==> config.mk <==
export PLATFORM = sky130hd
export DESIGN_NAME = gpio_port_ctrl
export DESIGN_NICKNAME = d
export VERILOG_FILES = /design/src/rtl/gpio_port_pkg.sv /design/src/rtl/gpio_in_sync.sv /design/src/rtl/gpio_pin_slice.sv /design/src/rtl/gpio_port_ctrl.sv
export SDC_FILE = /design/constraint.sdc
export NUM_CORES = 1
export LEC_CHECK = 0
export ABC_AREA = 1
export BUFFER_PORTS_ARGS = -buffer_cell sky130_fd_sc_hd__buf_4
export CAP_MARGIN = 0
export CORE_AREA = 2 2 94 96
export DETAILED_ROUTE_END_ITERATION = 12
export DIE_AREA = 0 0 96 98
export MAX_ROUTING_LAYER = met4
export PLACE_DENSITY = 0.68
export SYNTH_ARGS = -nofsm -noshare
export SYNTH_HDL_FRONTEND = slang
export SYNTH_SLANG_ARGS = --single-unit
==> constraint.sdc <==
create_clock -name clk -period 1 [get_ports clk]
set_clock_uncertainty 0.05 [all_clocks]
set_input_delay 0 -clock clk [delete_from_list [all_inputs] [get_ports clk]]
set_output_delay 0 -clock clk [all_outputs]
set_load 0.005 [all_outputs]
==> src/rtl/gpio_port_pkg.sv <==
package gpio_port_pkg;

    localparam int BYTE_W     = 8;
    localparam int OFF_DATA   = 0;
    localparam int OFF_MIRROR = 1;
    localparam int OFF_OTYPE  = 2;
    localparam int OFF_VSEL   = 3;

    typedef struct packed {
        logic       tri_st;
        logic [2:0] rsvd;
        logic       pdn;
        logic       pup;
        logic       outm;
        logic       inm;
    } pin_ctrl_t;

    localparam pin_ctrl_t CTRL_RESET = '{tri_st: 1'b0, rsvd: 3'b000, pdn: 1'b0,
                                         pup: 1'b0, outm: 1'b0, inm: 1'b1};

    typedef enum logic [2:0] {
        SEL_DATA,
        SEL_MIRROR,
        SEL_OTYPE,
        SEL_VSEL,
        SEL_CTRL,
        SEL_NONE
    } reg_sel_e;

    function automatic pin_ctrl_t sanitize_ctrl(input logic [BYTE_W-1:0] w,
                                                input logic tri_ok);
        pin_ctrl_t c;
        c = '0;
        if (w[7]) begin
            if (tri_ok) c.tri_st = 1'b1;
            else        c = CTRL_RESET;
        end else begin
            c.outm = w[1];
            c.inm  = w[0] & ~w[1];
            c.pup  = w[2];
            c.pdn  = w[3] & ~w[2];
        end
        return c;
    endfunction

endpackage

==> src/rtl/gpio_in_sync.sv <==
module gpio_in_sync #(
    parameter int W = 8
) (
    input  logic         clk,
    input  logic         rst,
    input  logic [W-1:0] pad_in,
    output logic [W-1:0] sync_q
);
    logic [W-1:0] meta_q;
    logic [1:0]   warm_q;

    always_ff @(posedge clk) begin
        meta_q <= pad_in;
        sync_q <= meta_q;
    end

    // checker-only counter: cycles since reset, saturating
    always_ff @(posedge clk) begin
        if (rst)                 warm_q <= 2'd0;
        else if (warm_q != 2'd3) warm_q <= warm_q + 2'd1;
    end

    // two-edge latency from pad to synchronized value
    p_sync_latency_r3: assert property (@(posedge clk) disable iff (rst)
        (warm_q == 2'd3) |-> (sync_q == $past(pad_in, 2)));

endmodule

==> src/rtl/gpio_pin_slice.sv <==
module gpio_pin_slice
    import gpio_port_pkg::*;
#(
    parameter logic TRI_OK = 1'b0
) (
    input  logic              clk,
    input  logic              rst,
    input  logic              wr_ctrl,
    input  logic [BYTE_W-1:0] wdata,
    input  logic              data_bit,
    input  logic              od_bit,
    output pin_ctrl_t         ctrl_q,
    output logic              pad_oe,
    output logic              pad_out,
    output logic              pad_pu,
    output logic              pad_pd
);
    always_ff @(posedge clk) begin
        if (rst)          ctrl_q <= CTRL_RESET;
        else if (wr_ctrl) ctrl_q <= sanitize_ctrl(wdata, TRI_OK);
    end

    always_comb begin
        pad_out = data_bit & ~od_bit;
        pad_oe  = ctrl_q.outm & (~od_bit | ~data_bit);
        pad_pu  = ctrl_q.pup;
        pad_pd  = ctrl_q.pdn;
    end

    p_mode_excl_r5: assert property (@(posedge clk) disable iff (rst)
        !(ctrl_q.outm && ctrl_q.inm));

    p_pull_excl_r5: assert property (@(posedge clk) disable iff (rst)
        !(ctrl_q.pup && ctrl_q.pdn));

    p_tri_rejected_r6: assert property (@(posedge clk) disable iff (rst)
        (wr_ctrl && wdata[7] && !TRI_OK) |=> (ctrl_q == CTRL_RESET));

    p_tri_clean_r6: assert property (@(posedge clk) disable iff (rst)
        ctrl_q.tri_st |-> (!pad_oe && !pad_pu && !pad_pd));

endmodule

==> src/rtl/gpio_port_ctrl.sv <==
module gpio_port_ctrl
    import gpio_port_pkg::*;
#(
    parameter int               NPINS    = 8,
    parameter logic [NPINS-1:0] TRI_CAP  = 8'h0F,
    parameter logic [NPINS-1:0] VSEL_CAP = 8'hF0,
    parameter int               ADDR_W   = $clog2(NPINS) + 1
) (
    input  logic              clk,
    input  logic              rst,
    input  logic              wr_en,
    input  logic [ADDR_W-1:0] addr,
    input  logic [BYTE_W-1:0] wdata,
    output logic [BYTE_W-1:0] rdata,
    input  logic [NPINS-1:0]  pad_in,
    output logic [NPINS-1:0]  pad_oe,
    output logic [NPINS-1:0]  pad_out,
    output logic [NPINS-1:0]  pad_pu,
    output logic [NPINS-1:0]  pad_pd,
    output logic [NPINS-1:0]  pad_lowv
);
    localparam int IDX_W     = ADDR_W - 1;
    localparam int CTRL_BASE = 1 << IDX_W;

    logic [NPINS-1:0] data_q, od_q, vsel_q, mirror_q;
    pin_ctrl_t        ctrl_q [NPINS];
    reg_sel_e         sel;
    logic [IDX_W-1:0] idx;

    assign idx = addr[IDX_W-1:0];

    always_comb begin
        sel = SEL_NONE;
        if (addr[ADDR_W-1]) begin
            if (int'(idx) < NPINS) sel = SEL_CTRL;
        end else begin
            case (addr)
                ADDR_W'(OFF_DATA):   sel = SEL_DATA;
                ADDR_W'(OFF_MIRROR): sel = SEL_MIRROR;
                ADDR_W'(OFF_OTYPE):  sel = SEL_OTYPE;
                ADDR_W'(OFF_VSEL):   sel = SEL_VSEL;
                default:             sel = SEL_NONE;
            endcase
        end
    end

    always_ff @(posedge clk) begin
        if (rst) begin
            data_q <= '0;
            od_q   <= '0;
            vsel_q <= '0;
        end else if (wr_en) begin
            case (sel)
                SEL_DATA:  data_q <= wdata[NPINS-1:0];
                SEL_OTYPE: od_q   <= wdata[NPINS-1:0];
                SEL_VSEL:  vsel_q <= wdata[NPINS-1:0] & VSEL_CAP;
                default: ;
            endcase
        end
    end

    gpio_in_sync #(.W(NPINS)) u_sync (
        .clk    (clk),
        .rst    (rst),
        .pad_in (pad_in),
        .sync_q (mirror_q)
    );

    for (genvar i = 0; i < NPINS; i++) begin : g_pin
        gpio_pin_slice #(.TRI_OK(TRI_CAP[i])) u_slice (
            .clk      (clk),
            .rst      (rst),
            .wr_ctrl  (wr_en && (addr == ADDR_W'(CTRL_BASE + i))),
            .wdata    (wdata),
            .data_bit (data_q[i]),
            .od_bit   (od_q[i]),
            .ctrl_q   (ctrl_q[i]),
            .pad_oe   (pad_oe[i]),
            .pad_out  (pad_out[i]),
            .pad_pu   (pad_pu[i]),
            .pad_pd   (pad_pd[i])
        );
    end

    assign pad_lowv = vsel_q;

    always_comb begin
        rdata = '0;
        case (sel)
            SEL_DATA:   rdata[NPINS-1:0] = data_q;
            SEL_MIRROR: rdata[NPINS-1:0] = mirror_q;
            SEL_OTYPE:  rdata[NPINS-1:0] = od_q;
            SEL_VSEL:   rdata[NPINS-1:0] = vsel_q;
            SEL_CTRL:   rdata = ctrl_q[idx];
            default:    rdata = '0;
        endcase
    end

    p_ro_mirror_r9: assert property (@(posedge clk) disable iff (rst)
        (wr_en && (sel == SEL_MIRROR || sel == SEL_NONE))
        |=> ($stable(data_q) && $stable(od_q) && $stable(vsel_q)));

    p_vsel_cap_r8: assert property (@(posedge clk) disable iff (rst)
        (pad_lowv & ~VSEL_CAP) == '0);

    p_od_sink_only_r4: assert property (@(posedge clk) disable iff (rst)
        ((od_q & pad_out) == '0));

endmodule

==> parameters.txt, run 1 <==
Parameter                              Value

Pwr
  Power, Total ... 6171 uW
  Proportion of total power due to net switching ... 0.2946
  Pint ... 4353 uW
  Leakage component of the power ... 0.002467 uW
  Share of power burned in registers ... 0.485
  Proportion of power drawn by the clock network ... 0.360
  Power per unit of standard cell area ... 1214 nW/um^2
  Combinational power share ... 0.156
  Net Switching ... 1818 uW
  Worst IR Drop VDD ... 660.3 uV

Final layout
  Sequential Area ... 1509 sq um
  Multi-input gate area ... 1697 sq um
  Finished Cell Area ... 5084 sq um
  Post-layout net count ... 656
  Most frequent standard cell in the layout excluding fill and tap cells ... nor2_1
  Final cell utilization of the core ... 0.6005
  Count of antenna diodes in the layout ... 0
  Layout cells sized above 1 ... 0.4138
  Number of inserted filler cells in the final layout ... 768
  Top library cells by usage in the layout, fill and taps aside ... nor2_1 (126), buf_4 (95), nand2_1 (88)
  Layout overhead on the synthesized area ... 46.36%

Placement
  Total of buffers placed on input and output ports ... 66
  Worst-case setup slack after placement ... -0.2499 ns
  Area after detailed placement ... 4163 sq um
  Post-DP HPWL ... 7.633 mm
  RD Place Congestion ... 0.9917

CTS
  Clock sinks ... 72
  Clock latency reported for the late side of the worst-skew pair ... 0.36 ns
  Longest Clk Path Bufs ... 2
  CTS tree ... built
  Depth of the CTS H-tree ... 3
  Root buffer selected by CTS ... clkbuf_8
  Clock-pin slew on the worst setup and hold paths ... 0.08 ns
  Number of buffers created by CTS ... 9

Worst setup path
  Worst setup SP type ... register
  Highest cell delay on the worst timing path ... 0.37 ns
  Cell family contributing the most delay on the critical path ... simple AND/OR/NAND/NOR gates
  R2R Path End ... data_q[7]
  Buffers & Inverters on Critical Path ... 1
  Type of destination of the critical path ... output port
  Library cell contributing the largest single delay on the critical path ... dfxtp_4
  Critical path class ... reg2out
  CP cell instances ... nand3_1 > nand2_1 > nor2_1 > nand3_2 > buf_6
  Critical Path RT ... 0.95 ns
  Register-to-Register Setup Slack ... 0.10 ns
  Reg2Reg Depth ... 3
  Launch point of the worst reg-to-reg path ... data_q[7]
  Maximum net fanout on the critical path ... 4
  Data arrival time at the worst-slack endpoint ... 1.28 ns

Min path
  Worst hold path endpoint ... g_pin[2].u_slice.ctrl_q[0]
  Worst Min Path Start ... wdata[1]
  Worst hold path type ... in2reg
  Hold Crit Depth ... 5

Logic synthesis
  Syn. warnings ... 0
  Per-instance average area after synthesis ... 6.641 sq um
  Proportion of synthesized chip area in sequential cells ... 0.4150
  Synthesized area ... 3473 sq um
  Number of instances in the synthesized netlist ... 523
  Register bit count reported by yosys ... 72
  Count of cell types in the netlist ... 23

Global route
  Met1 track utilization from global routing ... 0.3135
  Most utilized layer in the global route result ... met2
  Initial antenna violation count ... 0
  Total Routing Usage GR ... 0.2419
  Largest net degree at the start of global routing ... 55
  Global route overflow ... 0
  Via count of the first global-routing pass ... 3364
  Wire length of the first global-routing pass ... 16.92 mm
  Met3 capacity usage during global routing ... 0.04398
  GRT met2 Usage ... 0.3803

Floorplanning
  Initial core utilization ... 0.4103
  Die outline area ... 9408 sq um
  Chip Width ... 96 microns
  I/O pins ... 71
  Site row count ... 34
  Core ar. ... 8466 sq um
  Die height ... 98 microns

STA
  Final number of max-transition violations ... 0
  Total count of hold-check failures in the final report ... 0
  Highest attainable clock frequency ... 754.3 MHz
  Final count of negative-setup-slack endpoints ... 23
  Fraction of the cycle the final worst path needs ... 1.326
  Fin Setup TNS ... -2.704 ns
  Time the final worst path needs with I/O delays and setup ... 1.326 ns
  Fin worst setup slack ... -0.3257 ns
  Setup repair after global routing missed its margin ... yes

Drt
  Post-detailed-route DRC marker count ... 0
  Sum of routed wire length over all layers ... 11.50 mm
  Post-detailed-route via-to-cell ratio ... 4.878
  Total number of vias ... 3639
  Iteration-0 DRC Markers ... 261
  DRT Pass-1 Iters ... 5
  Number of antenna-violating nets in the routed design ... 0
  Routed WL per cell ... 15.41 microns

Outcome
  Failing checks ... setup timing
  Status ... finished, violations left

Run
  Max Cap Viol ... 0
-- worst reg2reg max path, cell delays in order (launching register included) --
cell     delay (ns)
dfxtp_4        0.37
buf_6          0.12
o21ai_0        0.19
nor2_1         0.07
-- synthesized netlist by cell type, drive strengths merged --
library cell,count,area (sq um)
clkinv,2,7.510
nand3,33,175.2
nor3,2,10.01
or2,2,12.51
conb,1,3.750
o211ai,3,22.52
buf,42,312.8
nor2,142,560.5
inv,60,225.2
nand2,100,382.9
o21ai,41,205.2
a21boi,1,7.510
dfxtp,72,1441
nand4,3,18.77
clkbuf,6,22.52
a21oi,13,65.06
-- repair_timing --
| action | in CTS | in global routing |
|---|---|---|
| gates cloned | 0 | 5 |
| hold endpoints to repair | 30 | 0 |
| setup endpoints to repair | 25 | 63 |
| resized for setup | 76 | 87 |
| hold buffers | 18 | 0 |
| setup buffers | 4 | 7 |
| pin swaps | 18 | 20 |
-- worst max path at each step --
| stage | end | depth (start not counted) | slack [ns] | from |
|---|---|---|---|---|
| after CTS | rdata[3] | 7 | -0.30 | g_pin[3].u_slice.pad_pd |
| after global routing | rdata[3] | 7 | -0.37 | g_pin[3].u_slice.pad_pd |
| after detailed placement | g_pin[2].u_slice.pad_pu | 7 | -0.25 | addr[3] |
| final | rdata[2] | 5 | -0.33 | data_q[2] |
| after global placement | g_pin[2].u_slice.pad_pu | 7 | -0.18 | addr[3] |
| after floorplan | od_q[5] | 9 | 0.01 | addr[1] |
-- routing by layer --
layer / part of all wire / wire, microns
met4: 0.030 / 341
met3: 0.058 / 666
met2: 0.48 / 5557
met5: 0 / 0
met1: 0.43 / 4934
-- through the flow --
| step | std cells | hold slack [ns] |
|---|---|---|
| 2_1_floorplan | 526 | -0.02228 |
| 3_3_place_gp | 698 | 0.05415 |
| 3_5_place_dp | 698 | 0.05543 |
| 4_1_cts | 736 | 0.01914 |
| 5_1_grt | 746 | 0.06565 |
| 6_report | 746 | 0.02127 |
-- state kept, by name, indices dropped and copies added, names as in the netlist --
signal,cells
g_pin.u_slice.ctrl_q,20
data_q,8
g_pin.u_slice.pad_pd,8
g_pin.u_slice.pad_pu,8
od_q,8
u_sync.meta_q,8
u_sync.sync_q,8
pad_lowv,4
-- area by class of cell --
cell class,instances,area share
Tap cell,108,0.02658
Sequential cell,72,0.2968
Multi-Input combinational cell,344,0.3337
Clock inverter,7,0.01231
Timing Repair Buffer,144,0.2592
Inverter,62,0.04701
Clock buffer,9,0.02437
-- power by group through the flow --
| stage | logic, uW | registers, uW | clock network, uW |
|---|---|---|---|
| 5_1_grt | 1040 | 3000 | 2390 |
| 4_1_cts | 818 | 3000 | 2240 |
| 6_report | 960 | 2990 | 2220 |
| 2_1_floorplan | 388 | 3050 | 0 |
| 3_5_place_dp | 718 | 3070 | 0 |
| 3_3_place_gp | 712 | 3060 | 0 |
-- kinds of logic (layout without fill, tap and decap cells) --
logic type / count (synthesis) / in the layout / synth area share
and+or+nand+nor: 282 / 282 / 0.3339
other: 1 / 4 / 0.001080
AOI/OAI and AO/OA: 58 / 58 / 0.08646
buffers and inverters: 110 / 222 / 0.1635
DFF: 72 / 72 / 0.4150
No activity file was read; power rests on OpenSTA's default activity.
==> inputs of run 2 (changes only) <==
MAX_ROUTING_LAYER = not set   (was met4)
PLACE_DENSITY = 0.65   (was 0.68)
clock period = 1.4 ns   (was 1 ns; I/O delays follow)
==> parameters.txt, run 2 (same netlist as run 1, synthesis figures left out) <==
Parameter                              Value

Pwr
  Power, Total ... 4273 uW (-31%)
  Leakage component of the power ... 0.002098 uW (-15%)
  Worst IR Drop VDD ... 722.5 uV (+9.4%)
  Power per unit of standard cell area ... 998.2 nW/um^2 (-18%)

STA
  Final number of max-transition violations ... 0 (unchanged)
  Fraction of the cycle the final worst path needs ... 0.9733
  Setup repair after global routing missed its margin ... yes
  Final count of negative-setup-slack endpoints ... 0 (-100%)
  Total count of hold-check failures in the final report ... 0 (unchanged)
  Time the final worst path needs with I/O delays and setup ... 1.363 ns
  Hold_ws ... 0.02385 ns (+0.002583 ns)
  Highest attainable clock frequency ... 733.9 MHz

Min path
  Worst hold path type ... in2reg
  Worst Min Path Start ... wr_en

Final layout
  Number of flip-flops under the largest register name ... 20 (unchanged)
  Top library cells by usage in the layout, fill and taps aside ... nor2_1 (135), nand2_1 (99), buf_4 (79)
  Non-filler instance count after layout ... 699 (-6.3%)
  Register with the most flip-flops ... g_pin.u_slice.ctrl_q
  Count of antenna diodes in the layout ... 0 (unchanged)
  Layout cells sized above 1 ... 0.1997 (-0.2141)
  Post-layout net count ... 609 (-7.2%)
  Number of inserted filler cells in the final layout ... 883 (+15%)
  Finished Cell Area ... 4280 sq um (-16%)
  Layout overhead on the synthesized area ... 23.24%
  Most frequent standard cell in the layout excluding fill and tap cells ... nor2_1

Floorplanning
  Core ar. ... 8466 sq um (unchanged)
  I/O pins ... 71 (unchanged)
  Site row count ... 34 (unchanged)
  Initial core utilization ... 0.4103 (unchanged)
  Chip Width ... 96 microns (unchanged)
  Die height ... 98 microns (unchanged)
  Die outline area ... 9408 sq um (unchanged)

Drt
  Sum of routed wire length over all layers ... 9.707 mm (-16%)
  Total number of vias ... 3253 (-11%)
  Post-detailed-route via-to-cell ratio ... 4.654 (-4.6%)
  DRT Pass-1 Iters ... 4 (-1)
  Iteration-0 DRC Markers ... 119 (-54%)
  Number of antenna-violating nets in the routed design ... 0 (unchanged)
  Routed WL per cell ... 13.89 microns (-9.9%)
  Post-detailed-route DRC marker count ... 0 (unchanged)

Worst setup path
  First element of the critical path ... g_pin[6].u_slice.pad_pu
  Reg2Reg Depth ... 3 (unchanged)
  Worst setup endpoint ... rdata[2]
  Register-to-Register Setup Slack ... 0.66 ns (+0.56 ns)
  Critical path class ... reg2out
  Maximum net fanout on the critical path ... 3 (-1)
  Type of destination of the critical path ... output port
  Critical Path RT ... 1.35 ns (+0.40 ns)
  Launch point of the worst reg-to-reg path ... g_pin[3].u_slice.pad_pd
  R2R Path End ... g_pin[3].u_slice.pad_pd
  Worst setup SP type ... register
  Data arrival time at the worst-slack endpoint ... 1.31 ns (+0.03 ns)

Global route
  Initial antenna violation count ... 0 (unchanged)
  Total Routing Usage GR ... 0.2190 (-0.02284)
  Largest net degree at the start of global routing ... 55 (unchanged)
  Wire length of the first global-routing pass ... 15.56 mm (-8.0%)
  Via count of the first global-routing pass ... 3014 (-10%)
  Global route overflow ... 0 (unchanged)

CTS
  Root buffer selected by CTS ... clkbuf_8
  CTS tree ... built
  Number of buffers created by CTS ... 9 (unchanged)
  Clock-pin slew on the worst setup and hold paths ... 0.08 ns (about the same)
  Depth of the CTS H-tree ... 3 (unchanged)
  Clock latency reported for the late side of the worst-skew pair ... 0.35 ns (about the same)
  Clock sinks ... 72 (unchanged)
  Longest Clk Path Bufs ... 2 (unchanged)

Outcome
  Status ... completed

Placement
  Area after detailed placement ... 3882 sq um (-6.7%)
  Placed instance count ... 664 (-4.9%)
  Post-DP HPWL ... 7.278 mm (-4.7%)
  Total of buffers placed on input and output ports ... 66 (unchanged)
  RD Place Congestion ... 0.9556 (-3.6%)

Run
  Max Cap Viol ... 0 (unchanged)
run 2: changes by cell type in the layout (fill, tap and decap cells not counted), sizes merged:
cell	delta
inv	-5
clkinv	+4
bufinv	+1
clkbuf	-3
dlygate4sd3	+2
dlymetal6s4s	-3
buf	-43
run 2: routing by layer:
metal  global-route usage  wire (microns)  vias to the layer above
met5                    0               0                        -
met4              0.07363             242                        0
met3              0.05015             568                       14
met2               0.3515            4508                       82
met1               0.2876            4387                     1461
li1                     -               -                     1696
run 2: metrics by stage:
stage / setup TNS (ns) / worst slack [ns] / utilization
5_1_grt: -0.02382 / -0.02382 / 0.5056
3_3_place_gp: 0 / 0.1516 / 0.4586
3_5_place_dp: 0 / 0.1182 / 0.4586
6_report: 0 / 0.03743 / 0.5056
4_1_cts: 0 / 0.01398 / 0.5019
2_1_floorplan: 0 / 0.4124 / -
run 2: cell type report:
class | instances | area, sq um | share of cell area
repair buffers | 97 | 783.3 | 0.1830
flip-flops and latches | 72 | 1444 | 0.3373
clock inverters | 7 | 72.57 | 0.01695
multi-input cells | 344 | 1489 | 0.3479
clock buffers | 9 | 123.9 | 0.02894
well taps | 108 | 135.1 | 0.03157
inverters | 62 | 232.7 | 0.05437
run 2: how the worst min path moves through the flow:
| stage | slack, ns | endpoint | cells past startpoint |
|---|---|---|---|
| after CTS | 0.01 | g_pin[5].u_slice.ctrl_q[0] | 3 |
| after global placement | 0.05 | u_sync.meta_q[3] | 1 |
| final | 0.02 | g_pin[5].u_slice.ctrl_q[0] | 3 |
| after floorplan | -0.02 | u_sync.meta_q[0] | 0 |
| after detailed placement | 0.06 | u_sync.meta_q[3] | 1 |
| after global routing | 0.06 | g_pin[5].u_slice.ctrl_q[0] | 3 |
run 2: report_power, final:
part | switching, uW | internal [uW] | leakage [uW]
combinational | 276 | 215 | 0.00141
clock | 819 | 821 | 0.0000952
sequential | 34.9 | 2110 | 0.000589
total | 1130 | 3140 | 0.00210
run 2: what timing repair did:
| action | in CTS | in global routing |
|---|---|---|
| pin swaps | 0 | 1 |
| setup endpoints to repair | 2 | 4 |
| hold endpoints to repair | 30 | 0 |
| hold buffers | 17 | 0 |
| gates resized for setup | 2 | 8 |
| gates cloned | 0 | 0 |
| buffers inserted | 0 | 2 |
run 2: worst max-delay path, cell delays in order (launching register included):
cell,delay [ns]
dfxtp_1,0.36
or2_2,0.31
nand3_1,0.07
nand3_1,0.08
buf_4,0.14
